## src/rtl/utx_pkg.sv

```systemverilog
package utx_pkg;
  localparam int DATA_W = 8;
  localparam int MIN_W  = 5;
  localparam int WLEN_W = 2;
  localparam int IDX_W  = $clog2(DATA_W);

  typedef enum logic [2:0] {
    ST_IDLE,
    ST_START,
    ST_DATA,
    ST_PAR,
    ST_STOP
  } tx_state_e;

  typedef struct packed {
    logic [WLEN_W-1:0] wlen;
    logic              par_en;
    logic              par_even;
    logic              par_stick;
    logic              two_stop;
  } line_fmt_t;
endpackage

```

## src/rtl/utx_fifo.sv

```systemverilog
module utx_fifo #(
  parameter int DW    = 8,
  parameter int DEPTH = 16
) (
  input  logic          clk,
  input  logic          rst_n,
  input  logic          buffered,
  input  logic          wr_en,
  input  logic [DW-1:0] wr_data,
  input  logic          rd_en,
  output logic [DW-1:0] rd_data,
  output logic          full,
  output logic          empty
);
  localparam int AW = (DEPTH > 1) ? $clog2(DEPTH) : 1;
  localparam int CW = $clog2(DEPTH + 1);

  logic [DW-1:0] mem [DEPTH];
  logic [AW-1:0] wptr, rptr;
  logic [CW-1:0] count;

  function automatic logic [AW-1:0] bump(input logic [AW-1:0] p);
    return (p == AW'(DEPTH - 1)) ? '0 : p + 1'b1;
  endfunction

  always_ff @(posedge clk) begin
    if (wr_en) mem[wptr] <= wr_data;
  end

  always_ff @(posedge clk or negedge rst_n) begin
    if (!rst_n) begin
      wptr  <= '0;
      rptr  <= '0;
      count <= '0;
    end else begin
      if (wr_en) wptr <= bump(wptr);
      if (rd_en) rptr <= bump(rptr);
      case ({wr_en, rd_en})
        2'b10:   count <= count + 1'b1;
        2'b01:   count <= count - 1'b1;
        default: count <= count;
      endcase
    end
  end

  assign rd_data = mem[rptr];
  assign empty   = (count == '0);
  // single-slot mode: any held byte fills the buffer
  assign full    = buffered ? (count == CW'(DEPTH)) : !empty;
endmodule

```

## src/rtl/utx_parity.sv

```systemverilog
module utx_parity
  import utx_pkg::*;
(
  input  logic [DATA_W-1:0] data,
  input  logic [WLEN_W-1:0] wlen,
  input  logic              even,
  input  logic              stick,
  output logic              pbit
);
  logic [DATA_W-1:0] keep;

  // bits below the minimum width always count, the rest depend on wlen
  for (genvar i = 0; i < DATA_W; i++) begin : g_keep
    if (i < MIN_W) begin : g_fixed
      assign keep[i] = 1'b1;
    end else begin : g_opt
      assign keep[i] = (wlen >= WLEN_W'(i - MIN_W + 1));
    end
  end

  logic ones_odd;
  assign ones_odd = ^(data & keep);

  always_comb begin
    if (stick)     pbit = !even;
    else if (even) pbit = ones_odd;
    else           pbit = !ones_odd;
  end
endmodule

```

## src/rtl/utx_shifter.sv

```systemverilog
module utx_shifter
  import utx_pkg::*;
#(
  parameter int OSR = 16
) (
  input  logic              clk,
  input  logic              rst_n,
  input  logic              tick,
  input  logic              launch_ok,
  input  logic              head_valid,
  input  logic [DATA_W-1:0] head_data,
  input  line_fmt_t         fmt,
  input  logic              par_bit,
  input  logic              brk,
  output logic              pop,
  output logic              txd,
  output logic              busy
);
  localparam int TW = (OSR > 1) ? $clog2(OSR) : 1;

  tx_state_e         st;
  logic [TW-1:0]     tcnt;
  logic [DATA_W-1:0] sh;
  logic [IDX_W-1:0]  bidx;
  logic              stop_idx;
  logic              par_q;
  line_fmt_t         fmt_q;
  logic              bit_end;
  logic [IDX_W-1:0]  last_idx;

  assign bit_end  = tick && (tcnt == TW'(OSR - 1));
  assign last_idx = IDX_W'(MIN_W - 1) + IDX_W'(fmt_q.wlen);
  assign pop      = (st == ST_IDLE) && head_valid && launch_ok;
  assign busy     = (st != ST_IDLE);

  always_ff @(posedge clk or negedge rst_n) begin
    if (!rst_n) begin
      st       <= ST_IDLE;
      tcnt     <= '0;
      sh       <= '0;
      bidx     <= '0;
      stop_idx <= 1'b0;
      par_q    <= 1'b0;
      fmt_q    <= '0;
    end else if (st == ST_IDLE) begin
      if (pop) begin
        st       <= ST_START;
        tcnt     <= '0;
        sh       <= head_data;
        bidx     <= '0;
        stop_idx <= 1'b0;
        par_q    <= par_bit;
        fmt_q    <= fmt;
      end
    end else begin
      if (tick) tcnt <= bit_end ? '0 : tcnt + 1'b1;
      if (bit_end) begin
        case (st)
          ST_START: st <= ST_DATA;
          ST_DATA: begin
            sh <= sh >> 1;
            if (bidx == last_idx) st <= fmt_q.par_en ? ST_PAR : ST_STOP;
            else                  bidx <= bidx + 1'b1;
          end
          ST_PAR: st <= ST_STOP;
          ST_STOP: begin
            if (fmt_q.two_stop && !stop_idx) stop_idx <= 1'b1;
            else                             st <= ST_IDLE;
          end
          default: st <= ST_IDLE;
        endcase
      end
    end
  end

  always_comb begin
    case (st)
      ST_IDLE:  txd = !brk;
      ST_START: txd = 1'b0;
      ST_DATA:  txd = sh[0];
      ST_PAR:   txd = par_q;
      ST_STOP:  txd = 1'b1;
      default:  txd = 1'b1;
    endcase
  end
endmodule

```

## src/rtl/utx_line_tx.sv

```systemverilog
module utx_line_tx
  import utx_pkg::*;
#(
  parameter int DEPTH = 16,
  parameter int OSR   = 16
) (
  input  logic       clk,
  input  logic       rst_n,
  input  logic       tick,
  input  logic       in_valid,
  output logic       in_ready,
  input  logic [7:0] in_data,
  input  logic       buf_en,
  output logic       fifo_full,
  output logic       fifo_empty,
  input  logic [1:0] word_len,
  input  logic       par_en,
  input  logic       par_even,
  input  logic       par_stick,
  input  logic       two_stop,
  input  logic       brk,
  input  logic       glb_en,
  input  logic       tx_en,
  input  logic       cts_en,
  input  logic       cts,
  output logic       txd,
  output logic       busy
);
  logic [DATA_W-1:0] head;
  logic              pop;
  logic              wr_go;
  logic              launch_ok;
  logic              pbit;
  line_fmt_t         fmt;

  assign in_ready  = !fifo_full;
  assign wr_go     = in_valid && in_ready;
  assign launch_ok = glb_en && tx_en && (!cts_en || cts) && !brk;

  always_comb begin
    fmt.wlen      = word_len;
    fmt.par_en    = par_en;
    fmt.par_even  = par_even;
    fmt.par_stick = par_stick;
    fmt.two_stop  = two_stop;
  end

  utx_fifo #(.DW(DATA_W), .DEPTH(DEPTH)) u_fifo (
    .clk      (clk),
    .rst_n    (rst_n),
    .buffered (buf_en),
    .wr_en    (wr_go),
    .wr_data  (in_data),
    .rd_en    (pop),
    .rd_data  (head),
    .full     (fifo_full),
    .empty    (fifo_empty)
  );

  utx_parity u_par (
    .data  (head),
    .wlen  (word_len),
    .even  (par_even),
    .stick (par_stick),
    .pbit  (pbit)
  );

  utx_shifter #(.OSR(OSR)) u_shift (
    .clk        (clk),
    .rst_n      (rst_n),
    .tick       (tick),
    .launch_ok  (launch_ok),
    .head_valid (!fifo_empty),
    .head_data  (head),
    .fmt        (fmt),
    .par_bit    (pbit),
    .brk        (brk),
    .pop        (pop),
    .txd        (txd),
    .busy       (busy)
  );
endmodule

```

## config.mk

```make
export PLATFORM = sky130hd
export DESIGN_NAME = utx_line_tx
export DESIGN_NICKNAME = d
export VERILOG_FILES = /design/src/rtl/utx_pkg.sv /design/src/rtl/utx_fifo.sv /design/src/rtl/utx_parity.sv /design/src/rtl/utx_shifter.sv /design/src/rtl/utx_line_tx.sv
export SDC_FILE = /design/constraint.sdc
export NUM_CORES = 1
export LEC_CHECK = 0
export BUFFER_PORTS_ARGS = -buffer_cell sky130_fd_sc_hd__buf_2
export CAP_MARGIN = 20
export CORE_MARGIN = 2
export CORE_UTILIZATION = 65
export CTS_CLUSTER_DIAMETER = 120
export DETAILED_ROUTE_END_ITERATION = 6
export GPL_ROUTABILITY_DRIVEN = 1
export PLACE_DENSITY = 0.84
export SYNTH_ARGS = -nofsm -noshare
export SYNTH_HDL_FRONTEND = slang
export SYNTH_SLANG_ARGS = --single-unit
```

## constraint.sdc

```tcl
create_clock -name clk -period 4.3 [get_ports clk]
set_input_delay 0.86 -clock clk [delete_from_list [all_inputs] [get_ports clk]]
set_output_delay 0.86 -clock clk [all_outputs]
set_load 0.02 [all_outputs]
```

Word level (Yosys, flattened, before mapping)
Memory sizes are Yosys's and may differ from the RTL's.
Index checks and enable logic that the tools add are counted.
{"block": "word_totals", "ff_bits": 37, "wordCells": 105, "output_inout_bits": 5, "inputBits": 24, "mem_bits_rw": 128, "mem_count": 1}
{"memory": "u_fifo.mem", "words": 16, "word_bits": 8, "read_ports": 1, "rd_ports_with_merged_regs": 0, "wr": 1, "line_no": "utx_fifo.sv:18", "text": "logic [DW-1:0] mem [DEPTH];"}
{"block": "classes", "n_reduce_logical": 32, "n_mux": 34, "addsub": 7, "n_lt_le_gt_ge": 3, "n_eq_ne": 15, "bitwise": 1}
{"cell": "3-bit 2-to-1 mux", "n": 11}
{"cell": "8-bit 2-to-1 mux", "n": 4}
{"cell": "4-bit 2-to-1 mux", "n": 6}
{"cell": "4-bit by 1-bit adder with 4-bit output, second input constant", "n": 3}
{"cell": "4-bit equality test, second input constant", "n": 3}
{"cell": "3-bit one-hot mux with 4 select lines", "n": 1}
{"cell": "4-bit AND reduction", "n": 3}
{"cell": "2-bit nonzero test", "n": 6}
{"cell": "1-bit 2-to-1 mux", "n": 10}
{"cell": "5-bit one-hot mux with 2 select lines", "n": 1}
{"cell": "8-bit AND", "n": 1}
{"cell": "1-bit logical AND", "n": 8}
{"cell": "8-bit parity", "n": 1}
{"cell": "1-bit zero test", "n": 7}
{"cell": "3-bit by 2-bit equality test with 1-bit output, second input constant", "n": 2}
{"cell": "5-bit by 1-bit adder with 5-bit output, second input constant", "n": 1}
{"cell": "5-bit equality test, second input constant", "n": 1}
{"cell": "5-bit zero test", "n": 1}
{"cell": "5-bit by 1-bit subtractor with 5-bit output, second input constant", "n": 1}
{"cell": "2-bit greater-or-equal comparator, second input constant", "n": 2}
{"cell": "1-bit one-hot mux with 4 select lines", "n": 1}
{"cell": "2-bit AND reduction", "n": 2}
{"cell": "3-bit by 1-bit adder with 3-bit output, second input constant", "n": 1}
{"cell": "3-bit by 2-bit adder with 3-bit output, first input constant", "n": 1}
{"cell": "other kinds (14)", "n": 14}

Depth between registers and ports, before layout
Gate-level depths: netlist of run 1.
{"block": "depth", "word_depth": 7, "ltp_mapped": 15, "ltp_nobuf": 14}

By module
A second synthesis of run 1 with hierarchy kept.
{"block": "unflattened", "hier_cells": 455, "area_unflattened_um2": 7196.9}
{"mod": "utx_fifo", "n_inst": 1, "cells_each": 303, "seq_area_each_um2": 4169.0, "area_per_inst_um2": 5775.5}
{"mod": "utx_shifter", "n_inst": 1, "cells_each": 130, "seq_area_each_um2": 600.6, "area_per_inst_um2": 1228.7}
{"mod": "utx_parity", "n_inst": 1, "cells_each": 16, "seq_area_each_um2": 0.0, "area_per_inst_um2": 151.4}
{"mod": "utx_line_tx", "n_inst": 1, "cells_each": 6, "seq_area_each_um2": 0.0, "area_per_inst_um2": 41.3}

Least setup slack after synthesis of run 1
OpenSTA, ideal clock, no wires.
{"block": "synth_path", "path_kind": "reg-to-reg", "from": "reg u_fifo.count[1]", "to": "reg u_fifo.count[4]", "period_less_slack_ps": 3331, "arrival_time_ps": 3206, "n_path_buf": 1, "t_required_ps": 4175, "slack_ps": 969, "setup_ps": 125, "stages_incl_launch_ff": 16, "cell_sequence": "dfrtp_1 -> or4_1 -> nor2_1 -> a21o_1 -> and2_1 -> clkbuf_1 -> inv_1 -> ha_1 -> inv_1 -> fa_1 -> inv_1 -> a21o_1 -> a21oi_1 -> xnor2_1 -> nor2_1 -> xor2_1"}
{"block": "synth_between", "elab_chain_len": 7, "word_cells_on_any_way": 14, "classes_between": "add/sub: 2; eq/ne: 3; mux: 2; reduce/logical: 7"}
{"item": "start, declared", "line_no": "utx_fifo.sv:20", "text": "logic [CW-1:0] count;"}
{"item": "start signal, assigned", "line_no": "utx_fifo.sv:39", "text": "2'b10: count <= count + 1'b1;"}
{"item": "start signal, assigned", "line_no": "utx_fifo.sv:40", "text": "2'b01: count <= count - 1'b1;"}
{"item": "start signal, assigned", "line_no": "utx_fifo.sv:41", "text": "default: count <= count;"}
{"item": "5-bit zero test *", "line_no": "utx_fifo.sv:47", "text": "assign empty = (count == '0);"}
{"item": "named net fifo_empty", "line_no": "utx_line_tx.sv:15", "text": "output logic fifo_empty,"}
{"item": "1-bit zero test *", "line_no": "utx_fifo.sv:49", "text": "assign full = buffered ? (count == CW'(DEPTH)) : !empty;"}
{"item": "1-bit 2-to-1 mux *", "line_no": "utx_fifo.sv:49"}
{"item": "1-bit zero test *", "line_no": "utx_line_tx.sv:36", "text": "assign in_ready = !fifo_full;"}
{"item": "named net in_ready", "line_no": "utx_line_tx.sv:11", "text": "output logic in_ready,"}
{"item": "1-bit logical AND *", "line_no": "utx_line_tx.sv:37", "text": "assign wr_go = in_valid && in_ready;"}
{"item": "2-bit by 1-bit equality test with 1-bit output or 2-bit equality test (tied branches)", "line_no": "utx_fifo.sv:38", "text": "case ({wr_en, rd_en})"}
{"item": "5-bit one-hot mux with 2 select lines or 2-bit nonzero test (tied branches)"}
Mark *: on every way through the listed nets, which the timed path passes. The rest lies on a longest branch.
A chain may end at the register's enable or synchronous reset.

Final worst setup path of run 1
{"block": "layout_path", "from": "reg u_fifo.count[1]", "to": "reg u_fifo.count[4]"}
{"block": "layout_between", "elab_chain_len": 7, "word_cells_on_any_way": 14, "classes_between": "add/sub: 2; eq/ne: 3; mux: 2; reduce/logical: 7"}
{"item": "5-bit zero test", "line_no": "utx_fifo.sv:47"}
{"item": "1-bit zero test", "line_no": "utx_fifo.sv:49, utx_line_tx.sv:73"}
{"item": "1-bit 2-to-1 mux", "line_no": "utx_fifo.sv:49"}
{"item": "1-bit zero test", "line_no": "utx_line_tx.sv:36"}
{"item": "1-bit logical AND", "line_no": "utx_line_tx.sv:37"}
{"item": "2-bit by 1-bit equality test with 1-bit output or 2-bit equality test (tied branches)", "line_no": "utx_fifo.sv:38"}
{"item": "5-bit one-hot mux with 2 select lines or 2-bit nonzero test (tied branches)"}
Several ways; a longest one is shown, not always the timed one.

==> impl_metrics.toml, run 1 <==
[timing]
whs_ns = 0.412
setup-tns-final_ns = 0
skew_ns = 0.0101
finalHoldViolCount = 0
layout_setup_ws_ns = 0.994
max_freq_mhz = 302
final.period_utilization_pct = 76.9
fin_crit_ns = 3.31
report.final.slew_viol_count = 0
worstMarginPinSlew_ns = 1.01
rsz0062_at_grt = "no"
setup_viol = 0
slew_headroom_pct = 32.5

[clock_tree]
path_clk_slew_ns = 0.07
cts_resized = 0
cts_max_level = 4
cts_setup_buffers = 0
cts_hold_buf = 0
cts_buffers = 17
cts_root_buffer = "clkbuf_8"
cts_tree = "built"
worst_skew_pair.late_latency_ns = 0.55
clockBufferDepth = 2
cts_sinks = 165

[route]
wire_per_inst_um = 23.7
vias = 4114
drt-total-wl_um = 15000
drt.antenna.violating_nets = 0
dr.pass1.iters = 5
drtIter0Drc = 396
routed_via_density = 6.51
drc = 0

[floorplanning]
core-area_um2 = 10400
fp.dieH_um = 107
io_pins = 29
die_w_um = 107
die_area_um2 = 11500
placementRows = 37
initial_core_util_pct = 67.0

[power_and_ir_drop]
p_per_area_nw_per_um2 = 535
leakagePower_nw = 2.86
vdd_drop_max_mv = 0.359

[finish]
antenna_cells = 0
fin_area_um2 = 7840
syn2layout_area_growth_pct = 12.8
nFillCells = 604
final_util_pct = 75.6
drive_gt1_share_pct = 21.4
nets = 520

[critical_path]
crit_path_end_kind = "flip-flop"
arrival_ns = 3.74
crit_type = "reg -> reg"
cp.required_ns = 4.74
cp_max_fo = 9
cp-start-kind = "flip-flop"

[grt]
grt_overflow = 0
grt_start_max_net_pins = 38
track_usage_pct = 28.9
grt_pass1_wl_um = 23500
antenna_found_initial = 0
grt_pass1_vias = 4263

[synthesis]
synthesis.instances = 447
ys_warn_count = 0
synth_edf_count = 128
ys_seq_area_share_pct = 68.6
synth_flop_cell = "edfxtp_1"
synth_cell_types = 42
synth_seq_cells = 165
synth_area_per_cell_um2 = 15.6
syn_nets = 483
netlist_area_um2 = 6950
async_flop_share_pct = 22.4

[placed_design]
port_buffers = 28
dp_hpwl_um = 9130
pre_cts_ws_ns = 1.00
place.gp.congestion = 0.791
dpl_cell_area_um2 = 7250

[run]
maxCapViolations = 0

[min_path]
hp-class = "in -> async"

[status]
status = "finished clean"
## through the flow
step	instances	total power, mW
global placement	601	2.62
detailed placement	601	2.68
CTS	632	4.20
global route	632	4.36
floorplan	447	2.47
finish	632	4.19
## power by group
group          leakage, nW  switching [mW]  internal (mW)
clock                0.280           0.635          0.896
sequential            1.61           0.140           1.91
combinational        0.973           0.373          0.243
total                 2.86            1.15           3.05
## cell usage after synthesis (all sizes together) (3+ instances only)
library cell | number | share of area (%)
o31ai | 4 | 0.43
dfrtp | 37 | 13
edfxtp | 128 | 55
a22oi | 10 | 1.1
clkbuf | 14 | 0.76
ha | 11 | 2.0
a31oi | 10 | 0.90
a21oi | 6 | 0.43
nand2 | 57 | 3.1
nand3 | 10 | 0.72
xor2 | 5 | 0.63
nor3 | 6 | 0.43
xnor2 | 8 | 1.0
mux4 | 35 | 11
inv | 16 | 0.86
a21o | 6 | 0.65
o21ai | 21 | 1.5
nor2 | 27 | 1.5
buf | 9 | 0.85
and2 | 3 | 0.27
## critical path: stages, from the launching register on
cell and delay, ns:
dfrtp_1 0.42, or4_1 0.57, nor2_1 0.20, a21o_1 0.14, and2_1 0.37, inv_1 0.16, ha_1 0.27, inv_1 0.12
fa_1 0.21, inv_1 0.05, a21o_1 0.17, a21oi_1 0.18, xnor2_1 0.13, nor2_1 0.06, xor2_1 0.14
## cell usage in the layout, fill, tap and decap left out, types with 3 or more instances in the layout
master      netlist  final
a21o_1            6      6
nor3_1            6      6
buf_4             0     13
xnor2_1           8      8
ha_1             11     11
inv_1            16     16
buf_2             2     28
a21oi_1           6      6
xor2_1            5      5
nor2_1           27     27
edfxtp_1        128    128
clkbuf_16         0     16
inv_8             0      3
o21ai_0          21     21
a31oi_1          10     10
a22oi_1          10     10
nand3_1          10     10
and2_1            3      3
nand2_1          57     57
o31ai_1           4      4
mux4_2           35     35
clkinv_4          0      3
dfrtp_1          37     36
clkinvlp_4        0      3
bufinv_16         0      3
## registers in the layout, summed over array words and instances (netlist names)
name / cells
u_fifo.count: 5
u_fifo.mem: 128
u_fifo.rptr: 4
u_fifo.wptr: 4
u_shift.bidx: 3
u_shift.fmt_q: 4
u_shift.par_q: 1
u_shift.sh: 8
u_shift.st: 3
u_shift.stop_idx: 1
u_shift.tcnt: 4
## layer usage
| layer | GRT usage [%] | share of wire [%] |
|---|---|---|
| met2 | 48.0 | 51 |
| met3 | 6.36 | 6.2 |
| met4 | 11.7 | 2.8 |
| met1 | 37.8 | 40 |
| met5 | 0 | 0 |
## area by class of cell
type / instances / area [µm²] / area share (%)
sequential: 165 / 4770 / 60.8
timing repair buffer: 41 / 238 / 3.03
clock inverter: 12 / 173 / 2.20
clock buffer: 19 / 422 / 5.38
multi-input combinational: 243 / 2010 / 25.6
tap: 136 / 170 / 2.17
inverter: 16 / 60.1 / 0.766
## kinds of logic after synthesis
family | Yosys count | synth area share (%)
compound gates | 67 | 6.23
xor+xnor | 14 | 1.96
fa+ha+maj | 12 | 2.27
buf+inv | 39 | 2.47
flops | 165 | 68.6
mux | 36 | 11.5
simple gates | 114 | 6.98
## path summary, 6_finish.rpt
path | slack [ns] | start | depth (start not counted) | end
hold reg to reg | 0.47 | u_fifo.count[4] | 1 | u_fifo.count[4]
setup / recovery | 0.99 | u_fifo.count[1] | 14 | u_fifo.count[4]
max in group asynchronous | 3.29 | rst_n | 1 | u_fifo.rptr[0]
hold / removal | 0.41 | rst_n | 1 | u_fifo.count[4]
min in group clk | 0.47 | u_fifo.count[4] | 1 | u_fifo.count[4]
setup reg to reg | 0.99 | u_fifo.count[1] | 14 | u_fifo.count[4]
No activity file was read; power rests on OpenSTA's default activity.
==> run 2, diff against run 1 <==
Settings changed: CORE_UTILIZATION 65 to 61, PLACE_DENSITY 0.84 to 0.8.
Clock period 4.3 ns to 3.18 ns, I/O delays scaled along.
==> impl_metrics.toml, run 2 (synthesis gave the netlist of run 1 again) <==
[timing]
report.final.slew_viol_count = 0
rsz0062_at_grt = "no"
skew_ns = 0.00744
setup_viol = 0
finalHoldViolCount = 0
worstMarginPinSlew_ns = 0.849
final.period_utilization_pct = 93.6
fin_crit_ns = 2.98
setup-tns-final_ns = 0
max_freq_mhz = 336
slew_headroom_pct = 43.4

[finish]
syn2layout_area_growth_pct = 14.8
drive_gt1_share_pct = 23.8
largest_reg_flops = 128
fin_area_um2 = 7980
layout_common_cells = "128 x edfxtp_1, 57 x nand2_1, 36 x dfrtp_1"
nFillCells = 653
final_common_cell = "edfxtp_1"
nets = 535
largest_registers = "u_fifo.mem (128), u_shift.sh (8), u_fifo.count (5)"
antenna_cells = 0
largest-register = "u_fifo.mem"

[route]
drt-total-wl_um = 14600
drtIter0Drc = 416
dr_wl_met3_um = 1010
drc = 0
highest_layer = "met4"
dr.pass1.iters = 5
wl_met1_um = 5830
routed_via_density = 6.29
vias = 4100
drt.antenna.violating_nets = 0
routed-wl-met2_um = 7310
wire_per_inst_um = 22.5

[clock_tree]
path_clk_slew_ns = 0.06
cts_max_level = 4
cts_buffers = 17
cts_tree = "built"
cts_hold_buf = 0
clockBufferDepth = 2
cts_setup_buffers = 0
worst_skew_pair.late_latency_ns = 0.43
cts_root_buffer = "clkbuf_16"
cts_resized = 0
cts_sinks = 165

[run]
maxCapViolations = 0

[power_and_ir_drop]
vdd_drop_max_mv = 0.506
leakagePower_nw = 2.93
p_seq_share_pct = 49.4
switchingPower_mw = 1.50
clkPwrFrac_pct = 35.2
p_int_mw = 4.10
comb_power_share_pct = 15.4
p_per_area_nw_per_um2 = 702
swShare_pct = 26.7

[critical_path]
reg2reg_slack_ns = 0.20
cp_max_fo = 15
arrival_ns = 3.31
cp.required_ns = 3.52
rr_endpoint = "u_shift.par_q"
crit_path_end_kind = "flip-flop"
r2r-start = "u_fifo.rptr[0]"
cp-start-kind = "flip-flop"
worst-r2r-cell-count = 8
crit_type = "reg -> reg"

[grt]
grt_pass1_vias = 4174
grt_pass1_wl_um = 23200
grt_overflow = 0
grt_start_max_net_pins = 38
track_usage_pct = 25.5
antenna_found_initial = 0

[floorplanning]
die_w_um = 111
core-area_um2 = 11000
io_pins = 29
fp.dieH_um = 111
die_area_um2 = 12300
initial_core_util_pct = 63.3
placementRows = 38

[min_path]
hp-class = "in -> async"

[placed_design]
port_buffers = 28
dpl_cell_area_um2 = 7410
place.gp.congestion = 0.809
dp_hpwl_um = 9030

[status]
status = "finished clean"
-- run 2: cell count changes in the layout (fill, tap and decap cells not counted), moves of 2 or more --
cell / previous run / this run
clkinv_4: 3 / 1
buf_4: 13 / 26
buf_12: 0 / 2
inv_6: 0 / 2
inv_8: 3 / 0
clkbuf_1: 2 / 5
clkinvlp_4: 3 / 5
-- run 2: worst max path at each step --
| stage | end | depth (start not counted) | slack [ns] | from |
|---|---|---|---|---|
| CTS | u_shift.par_q | 8 | 0.06 | u_fifo.rptr[0] |
| detailed placement | u_shift.par_q | 8 | 0.14 | u_fifo.rptr[0] |
| finish | u_shift.par_q | 8 | 0.20 | u_fifo.rptr[0] |
| global route | u_fifo.count[4] | 15 | 0.03 | u_fifo.count[1] |
| floorplan | u_fifo.count[4] | 15 | 0.08 | u_fifo.count[1] |
| global placement | u_shift.par_q | 8 | 0.16 | u_fifo.rptr[0] |
-- run 2: cell type report --
class                   instances  area [µm²]  share of cell area [%]
flip-flops and latches        165        4770                    59.8
multi-input cells             243        2030                    25.4
clock buffers                  22         444                    5.57
repair buffers                 56         375                    4.70
well taps                     140         175                    2.19
clock inverters                10         124                    1.55
inverters                      16        60.1                   0.752
-- run 2: per-stage QoR --
| step | power (mW) | utilization, % | hold slack (ns) | instances | worst slack, ns |
|---|---|---|---|---|---|
| after floorplan | 3.36 | - | 0.340 | 447 | 0.0805 |
| final | 5.60 | 72.7 | 0.313 | 652 | 0.204 |
| after global placement | 3.60 | 67.4 | 0.484 | 620 | 0.156 |
| after global routing | 5.85 | 72.7 | 0.379 | 652 | 0.0315 |
| after CTS | 5.63 | 72.6 | 0.334 | 652 | 0.0557 |
| after detailed placement | 3.65 | 67.4 | 0.483 | 620 | 0.138 |
-- run 2: metal layers --
| layer | vias up | GRT usage (%) |
|---|---|---|
| li1 | 1811 | - |
| met1 | 2060 | 33.1 |
| met2 | 192 | 40.9 |
| met3 | 37 | 6.67 |
| met4 | 0 | 12.0 |
| met5 | - | 0 |
-- run 2: power groups by stage --
| stage | Clock [mW] | Combinational [mW] | Sequential (mW) |
|---|---|---|---|
| global placement | 0 | 0.815 | 2.78 |
| floorplan | 0 | 0.642 | 2.72 |
| finish | 1.97 | 0.864 | 2.77 |
| detailed placement | 0 | 0.856 | 2.80 |
| global route | 2.09 | 0.966 | 2.80 |
| CTS | 2.00 | 0.864 | 2.76 |
-- run 2: critical path, stage by stage (launching register included) --
cell and delay [ns]:
dfrtp_4 0.62, buf_4 0.26, mux4_2 0.54, mux4_2 0.52, xnor2_1 0.22, xnor2_1 0.16, a21oi_1 0.09, o31a_1 0.29
o31ai_1 0.18
==> run 3, diff against run 2 <==
Settings changed: CELL_PAD_IN_SITES_DETAIL_PLACEMENT set to 1, CELL_PAD_IN_SITES_GLOBAL_PLACEMENT set to 2, CORE_UTILIZATION 61 to 45, PLACE_DENSITY 0.8 to 0.79.
==> impl_metrics.toml, run 3 (synthesis gave the netlist of run 1 again) <==
[finish]
layoutNonFillerInstCount = 703
largest_registers = "u_fifo.mem (128), u_shift.sh (8), u_fifo.count (5)"
antenna_cells = 0
final_util_pct = 53.6
nets = 538
syn2layout_area_growth_pct = 16.7
largest_reg_flops = 128
largest-register = "u_fifo.mem"
final_common_cell = "edfxtp_1"
drive_gt1_share_pct = 24.9
layout_common_cells = "128 x edfxtp_1, 57 x nand2_1, 36 x dfrtp_1"

[floorplanning]
die_w_um = 128
placementRows = 45
core-area_um2 = 15100
initial_core_util_pct = 45.9
die_area_um2 = 16500
fp.dieH_um = 128
io_pins = 29

[timing]
rsz0062_at_grt = "no"
setup-tns-final_ns = 0
fin_crit_ns = 2.97
finalHoldViolCount = 0
setup_viol = 0
skew_ns = 0.0108
report.final.slew_viol_count = 0
final.period_utilization_pct = 93.3
max_freq_mhz = 337
slew_headroom_pct = 42.6
worstMarginPinSlew_ns = 0.862

[run]
maxCapViolations = 0

[critical_path]
arrival_ns = 3.30
crit_path_end_kind = "flip-flop"
cpLargestDelayFamily = "multiplexers"
crit_type = "reg -> reg"
cp-start-kind = "flip-flop"
cp_max_fo = 8
critPathSlowestCell = "mux4_2"
cpPeakStageDelay_ns = 0.54
cp.required_ns = 3.51
crit_chain = "buf_4 > buf_4 > mux4_2 > mux4_2 > xnor2_1 > xnor2_1 > a21oi_1 > o31a_1 > o31ai_1"
crit_buf_inv = 2

[route]
wire_per_inst_um = 22.7
dr.pass1.iters = 4
drt-total-wl_um = 16000
drc = 0
drt.antenna.violating_nets = 0
vias = 3998
drtIter0Drc = 272
routed_via_density = 5.69

[power_and_ir_drop]
leakagePower_nw = 2.98
vdd_drop_max_mv = 0.596
p_per_area_nw_per_um2 = 713

[clock_tree]
cts_root_buffer = "clkbuf_16"
cts_max_level = 4
cts_buffers = 17
path_clk_slew_ns = 0.07
worst_skew_pair.late_latency_ns = 0.43
cts_hold_buf = 0
cts_sinks = 165
cts_tree = "built"
clockBufferDepth = 2

[grt]
track_usage_pct = 21.2
grt_pass1_vias = 4221
grt_overflow = 0
grt_start_max_net_pins = 38
antenna_found_initial = 0
grt_pass1_wl_um = 25100

[min_path]
hp-class = "in -> async"

[status]
status = "finished clean"

[placed_design]
port_buffers = 28
dp.cells = 666
dp_hpwl_um = 10200
place.gp.congestion = 0.747
-- run 3: worst paths after layout --
path / start / to / slack, ns / cells after the start
max in group asynchronous: rst_n / u_fifo.rptr[0] / 2.22 / 1
hold / removal: rst_n / u_fifo.count[0] / 0.32 / 1
setup / recovery: u_fifo.rptr[0] / u_shift.par_q / 0.21 / 9
hold reg to reg: u_shift.fmt_q[4] / u_shift.fmt_q[4] / 0.51 / 2
setup reg to reg: u_fifo.rptr[0] / u_shift.par_q / 0.21 / 9
min in group clk: two_stop / u_shift.fmt_q[0] / 0.43 / 3
-- run 3: layout make-up --
cell class	instances	area, µm²
clock buffers	17	425
clock inverters	15	191
well taps	188	235
inverters	16	60.1
flip-flops and latches	165	4770
fillers	1431	7030
multi-input cells	243	2030
repair buffers	59	398
-- run 3: routing by layer --
metal,global-route usage (%),vias to the layer above,part of all wire (%)
li1,-,1817,-
met1,27.8,2069,42
met2,35.7,95,52
met3,4.72,17,4.4
met4,6.40,0,1.4
met5,0,-,0
-- run 3: worst register-to-register path, cell delays in order (launching register included) --
cell	delay [ns]
dfrtp_4	0.47
buf_4	0.16
buf_4	0.21
mux4_2	0.54
mux4_2	0.53
xnor2_1	0.25
xnor2_1	0.16
a21oi_1	0.08
o31a_1	0.28
o31ai_1	0.20
-- run 3: what timing repair did --
item,in CTS,in global routing
resized for setup,0,2
buffers inserted,0,5
setup endpoints to repair,0,2
-- run 3: power by group --
| group | internal [mW] | switching, mW |
|---|---|---|
| Sequential | 2.58 | 0.180 |
| Combinational | 0.364 | 0.521 |
| Clock | 1.26 | 0.882 |
| Total | 4.20 | 1.58 |
-- run 3: through the flow --
step / hold slack (ns) / setup slack (ns) / power [mW] / instance area, µm²
final: 0.317 / 0.213 / 5.78 / 8110
after global routing: 0.378 / 0.00721 / 6.06 / 8110
after CTS: 0.339 / 0.0387 / 5.84 / 8070
after detailed placement: 0.491 / 0.140 / 3.70 / 7450
after global placement: 0.482 / 0.215 / 3.63 / 7450
after floorplan: 0.340 / 0.0805 / 3.36 / 6970
